==> config.mk <==
export PLATFORM = sky130hd
export DESIGN_NAME = prescaled_pulse_counter
export DESIGN_NICKNAME = d
export VERILOG_FILES = /design/src/rtl/ppc_pkg.sv /design/src/rtl/ppc_ctrl.sv /design/src/rtl/ppc_datapath.sv /design/src/rtl/prescaled_pulse_counter.sv
export SDC_FILE = /design/constraint.sdc
export NUM_CORES = 1
export LEC_CHECK = 0
export BUFFER_PORTS_ARGS = -buffer_cell sky130_fd_sc_hd__buf_4
export CAP_MARGIN = 20
export CELL_PAD_IN_SITES_DETAIL_PLACEMENT = 1
export CELL_PAD_IN_SITES_GLOBAL_PLACEMENT = 1
export CORE_ASPECT_RATIO = 0.75
export CORE_MARGIN = 2
export CORE_UTILIZATION = 37
export DETAILED_ROUTE_END_ITERATION = 7
export PLACE_DENSITY_LB_ADDON = 0.15
export SYNTH_ARGS = -nofsm -noshare
export SYNTH_HDL_FRONTEND = slang
export SYNTH_SLANG_ARGS = --single-unit
==> constraint.sdc <==
create_clock -name clk -period 1.5 [get_ports clk]
set_clock_uncertainty 0.05 [all_clocks]
set_input_delay 0.3 -clock clk [delete_from_list [all_inputs] [get_ports clk]]
set_output_delay 0.3 -clock clk [all_outputs]
set_load 0.02 [all_outputs]
==> src/rtl/ppc_pkg.sv <==
package ppc_pkg;

  typedef enum logic [2:0] {
    ST_IDLE,
    ST_ACQ,
    ST_DRAIN,
    ST_INJ,
    ST_DONE
  } state_t;

  typedef struct packed {
    logic clrCnt;
    logic incCoarse;
    logic incInj;
    logic latchTotal;
  } strobe_t;

endpackage

==> src/rtl/ppc_ctrl.sv <==
module ppc_ctrl
  import ppc_pkg::*;
(
  input  logic    clk,
  input  logic    rstN,
  input  logic    startReq,
  input  logic    stopReq,
  input  logic    prescOvf,
  output strobe_t strobe,
  output logic    gateEn,
  output logic    injPulse,
  output logic    done
);

  state_t state, stateNxt;
  logic   ovfPrev;
  logic   phase, phaseNxt;
  logic   ovfEdge;

  assign ovfEdge = prescOvf & ~ovfPrev;

  always_comb begin
    stateNxt = state;
    phaseNxt = phase;
    strobe   = '0;
    unique case (state)
      ST_IDLE: begin
        if (startReq) begin
          stateNxt      = ST_ACQ;
          strobe.clrCnt = 1'b1;
        end
      end
      ST_ACQ: begin
        strobe.incCoarse = ovfEdge;
        if (stopReq) stateNxt = ST_DRAIN;
      end
      ST_DRAIN: begin
        // gate already closed; an overflow from the final gated pulse lands here
        strobe.incCoarse = ovfEdge;
        stateNxt         = ST_INJ;
        phaseNxt         = 1'b1;
      end
      ST_INJ: begin
        strobe.incInj = phase;
        if (ovfEdge) begin
          strobe.latchTotal = 1'b1;
          stateNxt          = ST_DONE;
          phaseNxt          = 1'b0;
        end else begin
          phaseNxt = ~phase;
        end
      end
      ST_DONE: stateNxt = ST_IDLE;
      default: stateNxt = ST_IDLE;
    endcase
  end

  always_ff @(posedge clk) begin
    if (!rstN) begin
      state   <= ST_IDLE;
      phase   <= 1'b0;
      ovfPrev <= 1'b0;
    end else begin
      state   <= stateNxt;
      phase   <= phaseNxt;
      ovfPrev <= prescOvf;
    end
  end

  assign gateEn   = (state == ST_ACQ);
  assign injPulse = (state == ST_INJ) && phase;
  assign done     = (state == ST_DONE);

endmodule

==> src/rtl/ppc_datapath.sv <==
module ppc_datapath
  import ppc_pkg::*;
#(
  parameter int PRESC_W  = 4,
  parameter int COARSE_W = 8
) (
  input  logic                         clk,
  input  logic                         rstN,
  input  strobe_t                      strobe,
  output logic [COARSE_W+PRESC_W-1:0]  total
);

  localparam int INJ_W = PRESC_W + 1;
  localparam logic [INJ_W-1:0] MOD_V = INJ_W'(1) << PRESC_W;

  logic [COARSE_W-1:0] coarseCnt;
  logic [INJ_W-1:0]    injCnt;
  logic [PRESC_W-1:0]  remainder;

  // M - k, truncated: an empty prescaler (k == M) yields zero
  assign remainder = PRESC_W'(MOD_V - injCnt);

  always_ff @(posedge clk) begin
    if (!rstN) begin
      coarseCnt <= '0;
      injCnt    <= '0;
      total     <= '0;
    end else begin
      if (strobe.clrCnt) begin
        coarseCnt <= '0;
        injCnt    <= '0;
      end else begin
        if (strobe.incCoarse) coarseCnt <= coarseCnt + 1'b1;
        if (strobe.incInj)    injCnt    <= injCnt + 1'b1;
      end
      if (strobe.latchTotal) total <= {coarseCnt, remainder};
    end
  end

endmodule

==> src/rtl/prescaled_pulse_counter.sv <==
module prescaled_pulse_counter
  import ppc_pkg::*;
#(
  parameter int PRESC_W  = 4,
  parameter int COARSE_W = 8
) (
  input  logic                        clk,
  input  logic                        rstN,
  input  logic                        startReq,
  input  logic                        stopReq,
  input  logic                        prescOvf,
  output logic                        gateEn,
  output logic                        injPulse,
  output logic                        done,
  output logic [COARSE_W+PRESC_W-1:0] total
);

  strobe_t strobe;

  ppc_ctrl u_ctrl (
    .clk      (clk),
    .rstN     (rstN),
    .startReq (startReq),
    .stopReq  (stopReq),
    .prescOvf (prescOvf),
    .strobe   (strobe),
    .gateEn   (gateEn),
    .injPulse (injPulse),
    .done     (done)
  );

  ppc_datapath #(
    .PRESC_W  (PRESC_W),
    .COARSE_W (COARSE_W)
  ) u_dp (
    .clk    (clk),
    .rstN   (rstN),
    .strobe (strobe),
    .total  (total)
  );

endmodule

# --- Word level (Yosys, flattened, before mapping) ---
# Index checks and enable logic that the tools add are counted.
# Widths: inputs -> output; s select.
classes:
  reduce_logical: 6
  add_sub_neg: 3
  n_mux: 11
  bitwise: 4
  eq_ne: 7
op_table:
  columns: ["operator", "n"]
  rows:
  - ["$pmux 3 s4", 1]
  - ["$mux 3", 3]
  - ["$add 8x1->8 const B", 1]
  - ["$eq 3x2->1 const B", 2]
  - ["$add 5x1->5 const B", 1]
  - ["$mux 1", 5]
  - ["$ne 2x2->1 const B", 2]
  - ["$reduce_or 2->1", 2]
  - ["$sub 1x4->4 const A", 1]
  - ["$eq 3x1->1 const B", 1]
  - ["$eq 3x3->1 const B", 1]
  - ["$logic_not 3->1", 1]
  - ["$not 1->1", 3]
  - ["$reduce_and 3->1", 1]
  - ["$mux 2", 1]
  - ["$ne 2x1->1 const B", 1]
  - ["$pmux 1 s2", 1]
  - ["$reduce_bool 2->1", 1]
  - ["$and 1x1->1", 1]
  - ["$logic_and 1x1->1", 1]
totals:
  out_inout_bits: 15
  reg_bits: 30

# --- Depth between registers and ports, before layout ---
# Gate-level depths: netlist of the first run.
depth:
  ltp_word: 4
  ltp_mapped: 6
  ltp_nobuf: 5

# --- Hierarchy ---
# Synthesis of the first run repeated with hierarchy kept, for this count alone.
unflattened:
  hier_cells: 132
  area_unflattened_um2: 1311.3
modules_own_cells:
  columns: ["module", "n_inst", "seq_area_each_um2", "cells_each", "area_per_inst_um2"]
  rows:
  - ["ppc_datapath", 1, 480.5, 99, 992.2]
  - ["ppc_ctrl", 1, 100.1, 33, 319.1]

# --- Least setup slack after synthesis of the first run ---
# OpenSTA, ideal clock, no wires.
synth_timing:
  kind: "flip-flop to flip-flop"
  from: "register u_ctrl.state[2]"
  to: "register u_dp.coarseCnt[3]"
  period_less_slack_ns: 1.493
  path_buffers: 1
  required_ns: 1.383
  stages_incl_launch_ff: 5
  arrival_ns: 1.376
  slack_ns: 0.007
  cell_sequence: "dfxtp_1 > or3b_1 > buf_2 > or4_4 > a21oi_2"
synth_between:
  elab_chain_len: 3
  elab_cells_between_ends: 7
  classes_between: "2 x eq/ne; 2 x mux; 3 x reduce/logical"
synth_lines:
  columns: ["item", "line", "rtl"]
  rows:
  - ["start: declaration", "ppc_ctrl.sv:15", "state_t state, stateNxt;"]
  - ["start signal: assignment", "ppc_ctrl.sv:64", "state <= stateNxt;"]
  - ["$eq 3x1->1 (tied with other cells)", "ppc_ctrl.sv:26", "unique case (state)"]
  - ["$reduce_or 2->1 (no line) or $mux 1 (tied branches)", null, null]
  - ["$mux 1 or $reduce_or 2->1 (tied branches)", null, null]
  - ["end signal: assignment", "ppc_datapath.sv:33", "if (strobe.incCoarse) coarseCnt <= coarseCnt + 1'b1;"]
  - ["end: declaration", "ppc_datapath.sv:16", "logic [COARSE_W-1:0] coarseCnt;"]
# Several ways; a longest one is shown, not always the timed one.
# A chain may end at the register's enable or synchronous reset.

# --- Worst setup path after layout of the first run ---
layout_timing:
  from: "register u_ctrl.state[0]"
  to: "output injPulse"
layout_between:
  elab_chain_len: 2
layout_lines:
  columns: ["item", "line", "rtl"]
  rows:
  - ["$eq 3x2->1", "ppc_ctrl.sv:71", "assign injPulse = (state == ST_INJ) && phase;"]
  - ["$logic_and 1x1->1", "ppc_ctrl.sv:71", null]
  - ["end: declaration", "prescaled_pulse_counter.sv:13", "output logic injPulse,"]
# No other way between the ends.

==> results by group, run 1 <==
Outcome
  – Status: finished, violations left
  – Failing checks: setup timing

Timing
  – Max-slew headroom: 69.6%
  – Tmin final: 1560 ps
  – RSZ-0062 raised after global routing: true
  – Count of final setup violators: 2
  – Final slew viol count: 0
  – Fmax: 642 MHz
  – Final Worst Setup Slack: -58.6 ps
  – Period Utilization, post-route: 104%
  – WHS: 250 ps
  – Slew @ Worst Pin: 452 ps
  – Final Hold Fails: 0

Yosys
  – Sequential-to-total area share from yosys stat: 43.5%
  – Number of synthesized register bits: 29
  – FFs w/ async S/R, synth: 0%
  – Yosys warns: 0
  – Synth area leaders: dfxtp_1, a21oi_1, nand3_1, o21ai_0, ha_1
  – Post-Syn Instances: 157
  – Post-synth top area cell: dfxtp_1
  – Post-Syn Nets: 165
  – Most frequent cell after synthesis: dfxtp_1
  – Post-synth EDFFs: 0
  – Main synth FF type: dfxtp_1
  – Area share of the largest cell type after synthesis: 43.5%
  – Synth unique cells: 36
  – Most frequent cells after synthesis: dfxtp_1, a21oi_1, nand3_1
  – Mapped Avg Cell Area: 8.50 µm²
  – Synthesized cell area: 1330 µm²

Detailed routing
  – Via count: 1294
  – Pre-antenna DRT Iters: 4
  – Post-route antenna net violation count: 0
  – WL/cell: 15.9 µm
  – Detailed Route WL: 3.72 mm
  – DRC Markers: 0
  – DR iter-0 viols: 76
  – Vias per inst: 5.53

Placement
  – GP Congestion: 0.750
  – Placed Cells: 222
  – Pre-CTS WS: -71.7 ps
  – DP Wirelength: 2.53 mm
  – Port-buffer cells: 19

Setup path
  – Startpoint types: flop
  – Setup CP Type: flop to primary output
  – Worst EP arrival: 1210 ps
  – Worst Path Required: 1150 ps
  – CP Capture Type: primary output
  – Crit Path Max Fanout: 5
  – Worst Reg-to-Reg Cells: 4

GRT
  – Congestion Overflow GR: 0
  – Gr usage total: 19.4%
  – Vias in the first global route: 1330
  – First-pass GRT wire length: 6.15 mm
  – Largest net degree at the start of global routing: 14
  – Initial antenna violation count: 0

Die
  – Die area: 4110 µm²
  – Starting Density: 39.5%
  – Chip Width: 73.3 µm
  – # rows: 18
  – Core Area: 3380 µm²
  – Die height: 56.0 µm
  – Top Ports: 20

Power
  – Leak Pwr: 0.694 nW
  – Total power: 1.66 mW
  – Peak VDD IR: 0.610 mV
  – Pwr dens: 915 nW/µm²

Clock network
  – Skew-Pair Late Insertion Delay: 280 ps
  – Reg clk slew, reported paths: 70 ps
  – CTS tree: built
  – CTS Hold Bufs: 0
  – Max Root-Sink Buffers: 2
  – CTS Sinks: 29
  – TritonCTS buffer count: 5
  – H-tree Lvls: 2
  – Clock Root Buffer: clkbuf_8

Layout
  – Ant. Diodes: 0
  – Final cell count without fillers: 234
  – Nets@finish: 202
  – P&R area growth vs syn: 36.1%
  – Layout cells sized above 1: 33.0%
  – Util after Layout: 53.7%

Job
  – Maxcap violations: 0

Min path
  – Min-Delay Path Class: input pin to flop
  – Hold depth: 3
## per-stage QoR
stage	TNS [ps]	instance area, µm²
floorplan	0	1330
global placement	-65.6	1620
detailed placement	-221	1620
CTS	-81.5	1790
global route	-540	1820
finish	-82.8	1820
## registers in the layout, indices dropped and copies added (netlist names)
signal          cells
u_dp.total         12
u_dp.coarseCnt      8
u_dp.injCnt         4
u_ctrl.state        3
u_ctrl.ovfPrev      1
u_ctrl.phase        1
## what timing repair did
| action | in CTS | in global routing |
|---|---|---|
| setup endpoints to repair | 8 | 23 |
| setup buffers | 5 | 0 |
| pin swaps | 4 | 2 |
| resized for setup | 12 | 9 |
## routing by layer
layer / vias to the layer above / wire length, µm / track usage (%)
li1: 644 / - / -
met1: 626 / 1780 / 24.4
met3: 5 / 116 / 5.43
met4: 0 / 35 / 6.23
met2: 19 / 1780 / 32.0
met5: - / 0 / 0
## layout make-up
cell class | instances | area, µm²
timing repair buffer | 43 | 349
multi-input combinational | 109 | 722
clock buffer | 7 | 86.3
inverter | 6 | 22.5
tap | 40 | 50.0
fill | 400 | 1560
sequential | 29 | 586
## worst paths after layout
| path | slack, ps | from | end |
|---|---|---|---|
| max reg2reg | -20 | u_ctrl.state[0] | u_dp.coarseCnt[6] |
| min | 250 | stopReq | u_ctrl.state[1] |
| min reg2reg | 430 | u_dp.total[6] | u_dp.total[6] |
| max | -60 | u_ctrl.state[0] | injPulse |
## cell families (layout without fill, tap and decap cells)
family                   after synthesis  after routing  synth area share, %
XOR/XNOR                               4              4                 2.63
flip-flops                            29             29                 43.5
adder cells (fa/ha/maj)                3              3                 2.81
buffers and inverters                 19             56                 5.72
multiplexers                           2              2                 1.50
AO/OA/AOI/OAI                         47             47                 19.4
AND/OR/NAND/NOR                       53             53                 24.4
## where the power goes
group	switching, mW	internal (mW)
sequential	0.0107	0.783
combinational	0.115	0.0987
clock	0.290	0.363
total	0.416	1.25
## placed cells by master (no fill, tap or decap), types with 2 or more instances in the layout
cell,synthesis,routed
nor4_1,2,2
buf_4,0,36
nor2_1,2,2
o31ai_1,3,3
inv_1,6,6
nand2b_1,2,2
o21ai_1,2,3
a21oi_1,22,21
nor3_1,2,2
nand3b_1,3,3
mux2i_1,2,2
or3b_4,0,2
dfxtp_2,0,4
ha_1,3,2
dfxtp_1,29,25
or4_1,2,2
nand3_1,17,17
xnor2_1,4,4
or3_1,4,4
o21ai_0,16,15
nand2_1,5,5
a21oi_2,1,2
buf_6,0,7
clkbuf_8,0,6
nand4b_1,2,2
## worst max-delay path, cell delays in order, from the launching register on
cell,delay [ps]
dfxtp_2,350
buf_6,100
buf_6,100
nand4b_1,150
inv_1,110
buf_6,120
Power figures use the tool's default switching activity.
==> run 2, diff against run 1 <==
--- a/config.mk
+++ b/config.mk
@@ -14,6 +14,7 @@
 export CORE_UTILIZATION = 37
 export DETAILED_ROUTE_END_ITERATION = 7
 export PLACE_DENSITY_LB_ADDON = 0.15
+export RECOVER_POWER = 50
 export SYNTH_ARGS = -nofsm -noshare
 export SYNTH_HDL_FRONTEND = slang
 export SYNTH_SLANG_ARGS = --single-unit
==> results by group, run 2 (synthesis gave the netlist of run 1 again) <==
Outcome
  – Status: finished, violations left
  – Failing checks: setup timing

Detailed routing
  – Pre-antenna DRT Iters: 4 (unchanged)
  – DRC Markers: 0 (unchanged)
  – Detailed Route WL: 3.73 mm (+0.43%)
  – Vias per inst: 5.56 (+0.46%)
  – DR iter-0 viols: 75 (-1.3%)
  – Via count: 1300 (+0.46%)
  – WL/cell: 15.9 µm (+0.43%)
  – Post-route antenna net violation count: 0 (unchanged)

Setup path
  – Startpoint types: flop
  – Crit-path most repeated cell: buf_6
  – Worst Path Required: 1150 ps (about the same)
  – Crit Path Max Fanout: 5 (unchanged)
  – Delay-heaviest family, CP: buffers and inverters
  – Setup CP Type: flop to primary output
  – Number of buffers and inverters on the critical path: 4 (unchanged)
  – CP max stage cell: dfxtp_2
  – CP Capture Type: primary output
  – Critical-path cell list: buf_6, buf_6, nand4b_1, inv_1, buf_6
  – Delay of the slowest cell on the worst path: 350 ps (about the same)
  – Worst EP arrival: 1210 ps (about the same)

Job
  – Maxcap violations: 0 (unchanged)

Clock network
  – Clock Root Buffer: clkbuf_8
  – CTS tree: built
  – Skew-Pair Late Insertion Delay: 280 ps (about the same)
  – TritonCTS buffer count: 5 (unchanged)
  – H-tree Lvls: 2 (unchanged)
  – CTS Sinks: 29 (unchanged)
  – Max Root-Sink Buffers: 2 (unchanged)
  – Reg clk slew, reported paths: 70 ps (about the same)

Die
  – # rows: 18 (unchanged)
  – Top Ports: 20 (unchanged)
  – Chip Width: 73.3 µm (unchanged)
  – Die height: 56.0 µm (unchanged)
  – Starting Density: 39.5% (unchanged)
  – Core Area: 3380 µm² (unchanged)
  – Die area: 4110 µm² (unchanged)

Timing
  – Period Utilization, post-route: 104% (about the same)
  – Final slew viol count: 0 (unchanged)
  – Final Hold Fails: 0 (unchanged)
  – Slew @ Worst Pin: 464 ps (+11.2 ps)
  – WHS: 250 ps (+0.218 ps)
  – Count of final setup violators: 2 (unchanged)
  – RSZ-0062 raised after global routing: true
  – Tmin final: 1560 ps (+0.169 ps)
  – Fmax: 642 MHz (about the same)
  – Final Worst Setup Slack: -58.8 ps (-0.169 ps)
  – Max-slew headroom: 68.9% (-0.75 points)
  – TNS Setup: -87.3 ps (-4.47 ps)

GRT
  – Gr usage total: 19.4% (unchanged)
  – Vias in the first global route: 1330 (unchanged)
  – Initial antenna violation count: 0 (unchanged)
  – Largest net degree at the start of global routing: 14 (unchanged)
  – First-pass GRT wire length: 6.15 mm (unchanged)
  – Congestion Overflow GR: 0 (unchanged)

Placement
  – Placed cell area: 1620 µm² (unchanged)
  – Port-buffer cells: 19 (unchanged)
  – Placed Cells: 222 (unchanged)
  – GP Congestion: 0.750 (unchanged)
  – DP Wirelength: 2.53 mm (unchanged)
  – Pre-CTS WS: -71.7 ps (unchanged)

Layout
  – Final instance area: 1770 µm² (-2.8%)
  – Layout cells sized above 1: 25.8% (-7.2 points)
  – Reg with most FFs: u_dp.total
  – P&R area growth vs syn: 32.4%
  – Final cell count without fillers: 234 (unchanged)
  – Most common cell after layout, fill and taps aside: dfxtp_1
  – Regs by FF count: u_dp.total x12, u_dp.coarseCnt x8, u_dp.injCnt x4
  – Ant. Diodes: 0 (unchanged)
  – Max reg flops: 12 (unchanged)
  – Nets@finish: 202 (unchanged)
  – Util after Layout: 52.3% (-1.5 points)
  – Commonest cells after routing, fill and taps aside: dfxtp_1, buf_4, a21oi_1

Power
  – Pwr dens: 939 nW/µm² (+2.7%)
  – Leak Pwr: 0.639 nW (-7.8%)
  – Total power: 1.66 mW (-0.15%)
  – Peak VDD IR: 0.609 mV (-0.11%)

Min path
  – Min-Delay Path Class: input pin to flop
## run 2: cell count changes in the layout (fill, tap and decap cells not counted), sizes merged
cell / before / now
buf: 43 / 30
clkbuf: 7 / 20
## run 2: layout make-up
| type | count | area (µm²) |
|---|---|---|
| flip-flops and latches | 29 | 586 |
| well taps | 40 | 50.0 |
| multi-input cells | 109 | 721 |
| repair buffers | 43 | 300 |
| inverters | 6 | 22.5 |
| clock buffers | 7 | 86.3 |
| fillers | 409 | 1610 |
## run 2: repair_timing
action	in CTS	in global routing
gates cloned	0	0
pin swaps	4	2
buffers inserted	5	0
hold buffers	0	0
endpoints found under the hold margin	0	0
gates resized for setup	12	9
endpoints found under the setup margin	8	23
## run 2: report_power, final
group	internal, mW	switching, mW	total (mW)
combinational	0.0972	0.115	0.213
sequential	0.783	0.0106	0.794
clock	0.363	0.288	0.652
total	1.24	0.414	1.66
## run 2: tightest hold or removal path: cells and delay by family
family / cells / cell delay [ps]
buffers and inverters: 1 / 110
and+or+nand+nor: 1 / 70
AOI/OAI and AO/OA: 1 / 60
## run 2: worst paths after layout
check / end / cells after the start / slack, ps / startpoint
hold / removal: u_ctrl.state[1] / 3 / 250 / stopReq
setup / recovery: injPulse / 5 / -60 / u_ctrl.state[0]
hold reg to reg: u_dp.total[6] / 2 / 430 / u_dp.total[6]
setup reg to reg: u_dp.coarseCnt[6] / 4 / -30 / u_ctrl.state[0]
## run 2: metal layers
metal | GRT usage [%] | vias up | part of all wire (%) | wire (µm)
met3 | 5.43 | 5 | 3.9 | 144
met2 | 32.0 | 22 | 47 | 1770
met5 | 0 | - | 0 | 0
li1 | - | 643 | - | -
met4 | 6.23 | 0 | 0.94 | 35
met1 | 24.4 | 630 | 48 | 1780
